## src/rtl/fbe_pkg.sv

```systemverilog
package fbe_pkg;
  localparam int unsigned REG_LEN  = 0;
  localparam int unsigned REG_CTRL = 1;
  localparam int unsigned REG_CNT  = 2;
  localparam int unsigned REG_STAT = 3;
  localparam int unsigned REG_WCNT = 4;
  localparam int unsigned WIN_BASE = 32;

  localparam int unsigned CTRL_W = 4;
  localparam int unsigned C_EN   = 0;
  localparam int unsigned C_RX   = 1;

  localparam int unsigned S_END     = 8;
  localparam int unsigned S_BLK_END = 10;
  localparam int unsigned S_TX_ACT  = 12;
  localparam int unsigned S_RX_ACT  = 13;
  localparam int unsigned S_TX_HE   = 14;
  localparam int unsigned S_RX_HF   = 15;
  localparam int unsigned S_TX_FULL = 16;
  localparam int unsigned S_RX_FULL = 17;
  localparam int unsigned S_TX_EMP  = 18;
  localparam int unsigned S_RX_EMP  = 19;
  localparam int unsigned S_TX_AVL  = 20;
  localparam int unsigned S_RX_AVL  = 21;

  typedef struct packed {
    logic len_wr;
    logic ctrl_wr;
    logic win_wr;
    logic win_rd;
    logic stat_rd;
    logic wcnt_rd;
  } host_op_t;
endpackage

```

## src/rtl/fbe_word_fifo.sv

```systemverilog
module fbe_word_fifo #(
  parameter int unsigned DEPTH = 16,
  parameter int unsigned W     = 32
) (
  input  logic                       clk_i,
  input  logic                       rst_ni,
  input  logic                       push_i,
  input  logic                       pop_i,
  input  logic [W-1:0]               wdata_i,
  output logic [W-1:0]               rdata_o,
  output logic [$clog2(DEPTH+1)-1:0] level_o,
  output logic                       empty_o,
  output logic                       full_o
);
  localparam int unsigned PW = $clog2(DEPTH);
  localparam int unsigned CW = $clog2(DEPTH+1);

  logic [W-1:0]  mem_q [DEPTH];
  logic [PW-1:0] rd_q;
  logic [CW-1:0] lvl_q;
  logic [PW-1:0] wr_idx;

  assign wr_idx  = rd_q + lvl_q[PW-1:0];
  assign rdata_o = mem_q[rd_q];
  assign level_o = lvl_q;
  assign empty_o = (lvl_q == '0);
  assign full_o  = (lvl_q == CW'(DEPTH));

  always_ff @(posedge clk_i or negedge rst_ni) begin
    if (!rst_ni) begin
      rd_q  <= '0;
      lvl_q <= '0;
      for (int i = 0; i < int'(DEPTH); i++) mem_q[i] <= '0;
    end else begin
      if (push_i) mem_q[wr_idx] <= wdata_i;
      if (pop_i)  rd_q <= rd_q + 1'b1;
      case ({push_i, pop_i})
        2'b10:   lvl_q <= lvl_q + 1'b1;
        2'b01:   lvl_q <= lvl_q - 1'b1;
        default: lvl_q <= lvl_q;
      endcase
    end
  end

  a_r12_no_overflow: assert property (@(posedge clk_i) disable iff (!rst_ni)
    push_i |-> !full_o);
  a_r11_no_underflow: assert property (@(posedge clk_i) disable iff (!rst_ni)
    pop_i |-> !empty_o);
  a_r12_level_kept: assert property (@(posedge clk_i) disable iff (!rst_ni)
    (push_i && pop_i) |=> $stable(level_o));
  a_r12_next_visible: assert property (@(posedge clk_i) disable iff (!rst_ni)
    (push_i && empty_o) |=> (rdata_o == $past(wdata_i)));
endmodule

```

## src/rtl/fbe_rx_pack.sv

```systemverilog
module fbe_rx_pack #(
  parameter int unsigned W = 32
) (
  input  logic         clk_i,
  input  logic         rst_ni,
  input  logic         clear_i,
  input  logic         take_i,
  input  logic         last_i,
  input  logic [7:0]   byte_i,
  output logic         push_o,
  output logic [W-1:0] word_o
);
  localparam int unsigned NB = W / 8;
  localparam int unsigned IW = $clog2(NB);

  logic [IW-1:0] idx_q;
  logic [W-1:0]  acc_q;

  always_comb begin
    word_o = acc_q;
    word_o[idx_q*8 +: 8] = byte_i;
  end

  assign push_o = take_i && ((idx_q == IW'(NB-1)) || last_i);

  always_ff @(posedge clk_i or negedge rst_ni) begin
    if (!rst_ni) begin
      idx_q <= '0;
      acc_q <= '0;
    end else if (clear_i || push_o) begin
      idx_q <= '0;
      acc_q <= '0;
    end else if (take_i) begin
      idx_q <= idx_q + 1'b1;
      acc_q <= word_o;
    end
  end
endmodule

```

## src/rtl/fbe_tx_unpack.sv

```systemverilog
module fbe_tx_unpack #(
  parameter int unsigned W = 32
) (
  input  logic         clk_i,
  input  logic         rst_ni,
  input  logic         clear_i,
  input  logic         put_i,
  input  logic         last_i,
  input  logic [W-1:0] head_i,
  output logic [7:0]   byte_o,
  output logic         pop_o,
  output logic         mid_o
);
  localparam int unsigned NB = W / 8;
  localparam int unsigned IW = $clog2(NB);

  logic [IW-1:0] idx_q;
  logic [W-1:0]  sh_q;

  assign mid_o  = (idx_q != '0);
  assign pop_o  = put_i && !mid_o;
  assign byte_o = mid_o ? sh_q[idx_q*8 +: 8] : head_i[7:0];

  always_ff @(posedge clk_i or negedge rst_ni) begin
    if (!rst_ni) begin
      idx_q <= '0;
      sh_q  <= '0;
    end else if (clear_i) begin
      idx_q <= '0;
    end else if (put_i) begin
      if (!mid_o) sh_q <= head_i;
      idx_q <= last_i ? '0 : idx_q + 1'b1;
    end
  end
endmodule

```

## src/rtl/fbe_flags.sv

```systemverilog
module fbe_flags #(
  parameter int unsigned DEPTH = 16
) (
  input  logic [$clog2(DEPTH+1)-1:0] level_i,
  input  logic                       active_i,
  input  logic                       rx_i,
  output logic [31:0]                flags_o
);
  import fbe_pkg::*;
  localparam int unsigned CW   = $clog2(DEPTH+1);
  localparam int unsigned HALF = DEPTH / 2;

  logic emp, ful, lo_half, hi_half;
  assign emp     = (level_i == '0);
  assign ful     = (level_i == CW'(DEPTH));
  assign lo_half = (level_i <= CW'(HALF));
  assign hi_half = (level_i >= CW'(HALF));

  always_comb begin
    flags_o = '0;
    if (active_i) begin
      if (rx_i) begin
        flags_o[S_RX_ACT]  = 1'b1;
        flags_o[S_RX_HF]   = hi_half;
        flags_o[S_RX_FULL] = ful;
        flags_o[S_RX_EMP]  = emp;
        flags_o[S_RX_AVL]  = !emp;
      end else begin
        flags_o[S_TX_ACT]  = 1'b1;
        flags_o[S_TX_HE]   = lo_half;
        flags_o[S_TX_FULL] = ful;
        flags_o[S_TX_EMP]  = emp;
        flags_o[S_TX_AVL]  = !emp;
      end
    end
  end
endmodule

```

## src/rtl/fifo_byte_engine.sv

```systemverilog
module fifo_byte_engine #(
  parameter int unsigned DEPTH  = 16,
  parameter int unsigned WORD_W = 32,
  parameter int unsigned LEN_W  = 16,
  parameter int unsigned ADDR_W = 6
) (
  input  logic              clk_i,
  input  logic              rst_ni,
  input  logic              host_req_i,
  input  logic              host_we_i,
  input  logic [ADDR_W-1:0] host_addr_i,
  input  logic [31:0]       host_wdata_i,
  output logic [31:0]       host_rdata_o,
  input  logic              card_rdy_i,
  input  logic [7:0]        card_rdata_i,
  output logic              card_take_o,
  output logic [7:0]        card_wdata_o,
  output logic              card_put_o
);
  import fbe_pkg::*;
  localparam int unsigned CW = $clog2(DEPTH+1);

  host_op_t            op;
  logic                in_win;
  logic [LEN_W-1:0]    len_q, cnt_q;
  logic [CTRL_W-1:0]   ctrl_q;
  logic                hold_q, end_q;
  logic                en, rx, cnt_zero, cnt_last;
  logic                fifo_push, fifo_pop, fifo_empty, fifo_full;
  logic [WORD_W-1:0]   fifo_wdata, fifo_head;
  logic [CW-1:0]       fifo_level;
  logic                host_push, host_pop;
  logic                rx_push, tx_pop, tx_mid;
  logic [WORD_W-1:0]   rx_word;
  logic [31:0]         flags_w, status_w;
  logic [LEN_W:0]      wcnt_w;
  logic                active;

  assign in_win = (host_addr_i >= ADDR_W'(WIN_BASE)) &&
                  (host_addr_i <  ADDR_W'(WIN_BASE + DEPTH));

  always_comb begin
    op = '0;
    if (host_req_i) begin
      op.len_wr  = host_we_i  && (host_addr_i == ADDR_W'(REG_LEN));
      op.ctrl_wr = host_we_i  && (host_addr_i == ADDR_W'(REG_CTRL));
      op.win_wr  = host_we_i  && in_win;
      op.win_rd  = !host_we_i && in_win;
      op.stat_rd = !host_we_i && (host_addr_i == ADDR_W'(REG_STAT));
      op.wcnt_rd = !host_we_i && (host_addr_i == ADDR_W'(REG_WCNT));
    end
  end

  assign en       = ctrl_q[C_EN];
  assign rx       = ctrl_q[C_RX];
  assign cnt_zero = (cnt_q == '0);
  assign cnt_last = (cnt_q == LEN_W'(1));

  assign card_take_o = en && rx && !cnt_zero && card_rdy_i && !hold_q && !fifo_full;
  assign card_put_o  = en && !rx && !cnt_zero && (tx_mid || !fifo_empty);

  assign host_push  = op.win_wr && !rx && !cnt_zero && !fifo_full;
  assign host_pop   = op.win_rd && rx && !fifo_empty;
  assign fifo_push  = host_push || rx_push;
  assign fifo_pop   = host_pop || tx_pop;
  assign fifo_wdata = rx ? rx_word : host_wdata_i[WORD_W-1:0];

  fbe_word_fifo #(.DEPTH(DEPTH), .W(WORD_W)) u_fifo (
    .clk_i, .rst_ni,
    .push_i(fifo_push), .pop_i(fifo_pop), .wdata_i(fifo_wdata),
    .rdata_o(fifo_head), .level_o(fifo_level),
    .empty_o(fifo_empty), .full_o(fifo_full)
  );

  fbe_rx_pack #(.W(WORD_W)) u_rx (
    .clk_i, .rst_ni,
    .clear_i(op.ctrl_wr), .take_i(card_take_o), .last_i(cnt_last),
    .byte_i(card_rdata_i), .push_o(rx_push), .word_o(rx_word)
  );

  fbe_tx_unpack #(.W(WORD_W)) u_tx (
    .clk_i, .rst_ni,
    .clear_i(op.ctrl_wr), .put_i(card_put_o), .last_i(cnt_last),
    .head_i(fifo_head), .byte_o(card_wdata_o), .pop_o(tx_pop), .mid_o(tx_mid)
  );

  assign active = en && !(cnt_zero && fifo_empty);

  fbe_flags #(.DEPTH(DEPTH)) u_flags (
    .level_i(fifo_level), .active_i(active), .rx_i(rx), .flags_o(flags_w)
  );

  always_comb begin
    status_w            = flags_w;
    status_w[S_END]     = end_q;
    status_w[S_BLK_END] = end_q;
  end

  assign wcnt_w = ({1'b0, cnt_q} + (LEN_W+1)'(3)) >> 2;

  always_ff @(posedge clk_i or negedge rst_ni) begin
    if (!rst_ni) begin
      len_q  <= '0;
      ctrl_q <= '0;
      cnt_q  <= '0;
      hold_q <= 1'b0;
      end_q  <= 1'b0;
    end else begin
      if (op.len_wr) len_q <= host_wdata_i[LEN_W-1:0];

      if (op.ctrl_wr) ctrl_q <= host_wdata_i[CTRL_W-1:0];
      else if (en && cnt_zero && fifo_empty) ctrl_q[C_EN] <= 1'b0;

      if (op.ctrl_wr && host_wdata_i[C_EN]) cnt_q <= len_q;
      else if (card_take_o || card_put_o)   cnt_q <= cnt_q - 1'b1;

      if (host_pop) hold_q <= 1'b1;
      else if (op.stat_rd || op.wcnt_rd || op.ctrl_wr) hold_q <= 1'b0;

      if (op.ctrl_wr && host_wdata_i[C_EN]) end_q <= 1'b0;
      else if (en && cnt_zero)              end_q <= 1'b1;
    end
  end

  always_comb begin
    host_rdata_o = '0;
    if (host_req_i && !host_we_i) begin
      if (host_addr_i == ADDR_W'(REG_LEN))       host_rdata_o[LEN_W-1:0]  = len_q;
      else if (host_addr_i == ADDR_W'(REG_CTRL)) host_rdata_o[CTRL_W-1:0] = ctrl_q;
      else if (host_addr_i == ADDR_W'(REG_CNT))  host_rdata_o[LEN_W-1:0]  = cnt_q;
      else if (host_addr_i == ADDR_W'(REG_STAT)) host_rdata_o             = status_w;
      else if (host_addr_i == ADDR_W'(REG_WCNT)) host_rdata_o[LEN_W:0]    = wcnt_w;
      else if (host_pop)                         host_rdata_o[WORD_W-1:0] = fifo_head;
    end
  end

  a_r4_one_byte: assert property (@(posedge clk_i) disable iff (!rst_ni)
    $onehot0({card_take_o, card_put_o}));
  a_r10_pop_stalls: assert property (@(posedge clk_i) disable iff (!rst_ni)
    host_pop |=> !card_take_o);
  a_r5_cnt_step: assert property (@(posedge clk_i) disable iff (!rst_ni)
    (card_put_o && !op.ctrl_wr) |=> (cnt_q == $past(cnt_q) - 1'b1));
  a_r2_load: assert property (@(posedge clk_i) disable iff (!rst_ni)
    (op.ctrl_wr && host_wdata_i[C_EN]) |=> (cnt_q == $past(len_q)));
  a_r6_end_set: assert property (@(posedge clk_i) disable iff (!rst_ni)
    (en && cnt_zero && !op.ctrl_wr) |=> end_q);
  a_r7_idle_quiet: assert property (@(posedge clk_i) disable iff (!rst_ni)
    !en |-> (status_w[21:12] == '0));
endmodule

```

## config.mk

```make
export PLATFORM = sky130hd
export DESIGN_NAME = fifo_byte_engine
export DESIGN_NICKNAME = d
export VERILOG_FILES = /design/src/rtl/fbe_pkg.sv /design/src/rtl/fbe_word_fifo.sv /design/src/rtl/fbe_rx_pack.sv /design/src/rtl/fbe_tx_unpack.sv /design/src/rtl/fbe_flags.sv /design/src/rtl/fifo_byte_engine.sv
export SDC_FILE = /design/constraint.sdc
export NUM_CORES = 1
export LEC_CHECK = 0
export ABC_AREA = 0
export CAP_MARGIN = 30
export CORE_MARGIN = 3
export CORE_UTILIZATION = 53
export CTS_BUF_LIST = sky130_fd_sc_hd__clkbuf_4 sky130_fd_sc_hd__clkbuf_8 sky130_fd_sc_hd__clkbuf_16
export DETAILED_ROUTE_END_ITERATION = 7
export GPL_ROUTABILITY_DRIVEN = 0
export GPL_TIMING_DRIVEN = 1
export PLACE_DENSITY = 0.73
export SYNTH_ARGS = -nofsm -noshare
export SYNTH_HDL_FRONTEND = slang
export SYNTH_SLANG_ARGS = --single-unit
```

## constraint.sdc

```tcl
create_clock -name clk_i -period 10.1 [get_ports clk_i]
set_clock_uncertainty 0.15 [all_clocks]
set_input_delay 1.01 -clock clk_i [delete_from_list [all_inputs] [get_ports clk_i]]
set_output_delay 1.01 -clock clk_i [all_outputs]
set_load 0.005 [all_outputs]
```

==> summary.txt <==
Slew Viols, Final - 0
largest net degree at the start of global routing - 180
post-synthesis sequential area ratio - 50.3%
Setup crit end - host_rdata_o[0]
vias in the first global route - 20800
WL per Instance - 25.9 µm
die height - 248 µm
CTS Hold Buffers Added - 0
Peak Freq - 0.178 GHz
CTS tree - done
Synth Net Count - 2399
Rows - 88
Bufs on Longest Clock Path - 3
status - finished clean
Layout area overhead - 11.9%
VDD IR max - 0.203 mV
pwr/cell area - 284 nW/µm²
Rel. slew slack - 29.1%
Post-CTS Setup Repair Bufs - 0
Final Cycle Share - 55.6%
Via density - 6.38
gr ovfl total - 0
syn avg cell area - 13.4 µm²
H-tree depth - 3
Reg-to-Reg Start - u_fifo.rd_q[1]
crit path kind - flip-flop to output port
Worst Setup End Kind - output port
Mapped Area - 31200 µm²
async set-or-reset flop fraction in the synthesized netlist - 100%
1st-iter DRT viols - 2007
die area - 61700 µm²
root buf cell - clkbuf_16
Core Region - 57900 µm²
dpl cells - 3057
Initial Util - 53.8%
worst-margin pin slew - 1.06 ns
CP startpoint kind - flip-flop
reg2reg end - u_fifo.mem_q[469]
Sink Count - 627
DR pass1 iterations - 6
drt drc - 0
Nets - 2432
# setup viols final - 0
DPL Wire Length - 50.1 mm
width of the die - 248 µm
Layout Cells excl Fill - 3174
crit path from - u_fifo.rd_q[0]
count of state elements after synthesis - 627
antenna violations before repair - 0
Hold Crit Class - input port to asynchronous set/reset pin
Post-synth EDFFs - 0
I/O pin total - 93
r2r worst-path depth - 10
Primary FF master, synth - dfrtp_1
Resize count post-CTS - 0
setup tns final - 0 ns
clk_lat worst skew - 0.61 ns
Final ANT Viol Nets - 0
first-pass GRT wire length - 127 mm
Cells after Synth - 2330
Critical Path AT - 4.46 ns
WL final - 82.2 mm
leakage power - 0.0167 µW
worst reg2reg setup slack - 5.60 ns
Worst-path clk slew - 0.06 ns
Via Count - 20200
Max Cap Viol - 0
RSZ-0062 raised after global routing - false
Fillers - 4407
YS warnings - 0
layout cells sized above 1 - 24.5%
number of I/O port buffers - 92
TritonCTS buffer count - 66
CP max FO - 43
total track usage - 26.4%
final hold violation count - 0
synth unique cells - 73
min cycle time layout - 5.62 ns
CP Data Required Time - 8.94 ns
==> placed cells by master (no fill, tap or decap), types with 8 or more instances in the layout <==
cell type,n
nor2b_1,36
inv_1,11
o21ai_0,57
ha_1,16
clkbuf_4,17
and3_1,8
clkbuf_8,15
xor2_1,12
nor4_1,10
dfrtp_1,622
mux2i_1,122
mux2_1,295
or3_1,9
a221oi_1,66
clkdlybuf4s50_1,91
and2_1,13
buf_4,69
nand2_1,100
clkbuf_16,68
mux2_4,90
nor2_1,87
xnor2_1,31
a22oi_1,67
a21oi_1,74
nor3_1,15
nor3_4,13
mux2_2,188
mux4_2,78
==> layer usage <==
metal  track usage [%]  part of all wire, %
met5                 0                    0
met4              7.95                  2.9
met1              38.1                   44
met3              3.79                  6.2
met2              41.8                   47
==> power breakdown <==
part	internal (µW)	leakage [µW]	total, µW	switching, µW
logic	1670	0.00715	3590	1920
registers	3300	0.00842	3870	566
clock network	1420	0.00110	2430	1010
==> worst min path at each step <==
| stage | start | to | slack, ns | depth (start not counted) |
|---|---|---|---|---|
| 2_1_floorplan | ctrl_q[2] | ctrl_q[2] | 0.29 | 2 |
| 3_3_place_gp | u_fifo.mem_q[301] | u_fifo.mem_q[301] | 0.31 | 1 |
| 3_5_place_dp | u_fifo.mem_q[167] | u_fifo.mem_q[167] | 0.32 | 1 |
| 4_1_cts | rst_ni | cnt_q[6] | 0.32 | 1 |
| 5_1_grt | u_fifo.mem_q[182] | u_fifo.mem_q[182] | 0.34 | 1 |
| 6_report | rst_ni | len_q[10] | 0.27 | 1 |
==> final cells by class <==
type                       count  area, µm²  area share (%)
timing repair buffer         169       1600            4.58
inverter                      12       45.0           0.129
clock inverter                13        131           0.377
clock buffer                 100       2040            5.84
multi-input combinational   1487      14400            41.3
antenna                        1       2.50         0.00717
tap                          765        957            2.74
sequential                   627      15700            45.0
==> synth_stat cells (14+ instances only) <==
| master | instances | area share (%) |
|---|---|---|
| dfrtp_1 | 627 | 50 |
| mux2_1 | 295 | 11 |
| mux2_2 | 188 | 6.8 |
| mux2i_1 | 122 | 3.9 |
| clkbuf_1 | 105 | 1.3 |
| nand2_1 | 100 | 1.2 |
| mux2_4 | 90 | 4.3 |
| nor2_1 | 88 | 1.1 |
| mux4_2 | 78 | 5.6 |
| a21oi_1 | 76 | 1.2 |
| a22oi_1 | 67 | 1.6 |
| a221oi_1 | 66 | 1.9 |
| o21ai_0 | 57 | 0.92 |
| buf_2 | 39 | 0.63 |
| nor2b_1 | 37 | 0.74 |
| xnor2_1 | 31 | 0.87 |
| buf_4 | 28 | 0.67 |
| ha_1 | 16 | 0.64 |
| nor3_1 | 15 | 0.24 |
| and2_1 | 14 | 0.28 |
==> metrics by stage <==
step | cell area [µm²] | hold slack, ns | worst slack (ns) | power (µW) | utilization (%)
6_report | 34900 | 0.265 | 4.48 | 9890 | 60.2
5_1_grt | 34900 | 0.340 | 4.22 | 10400 | 60.2
4_1_cts | 34800 | 0.321 | 4.45 | 9890 | 60.2
3_5_place_dp | 32700 | 0.321 | 4.98 | 7450 | 56.4
3_3_place_gp | 32500 | 0.311 | 4.78 | 7280 | 56.2
2_1_floorplan | 31200 | 0.290 | 6.28 | 6290 | -
==> critical path: stages, from the launching register on <==
cell	delay, ns
dfrtp_4	0.90
buf_4	0.77
mux2i_1	0.17
a221oi_1	0.38
o21ai_0	0.14
nand2_1	0.26
nand2_1	0.08
a221oi_1	0.51
clkdlybuf4s50_1	0.61
==> flip-flops by register name (all words and copies together) (netlist names) <==
signal	count
ctrl_q	4
end_q	1
cnt_q	16
u_fifo.level_o	5
len_q	16
u_tx.sh_q	32
u_fifo.mem_q	512
u_rx.acc_q	32
u_rx.idx_q	2
u_tx.idx_q	2
u_fifo.rd_q	4
hold_q	1
==> cell families after synthesis <==
group	Yosys count	synth area share [%]
flops	627	50.3
compound gates	306	6.69
fa+ha+maj	18	0.771
xor+xnor	43	1.21
buf+inv	216	3.61
simple gates	347	6.03
mux	773	31.3
(Power assumes the default switching activity.)
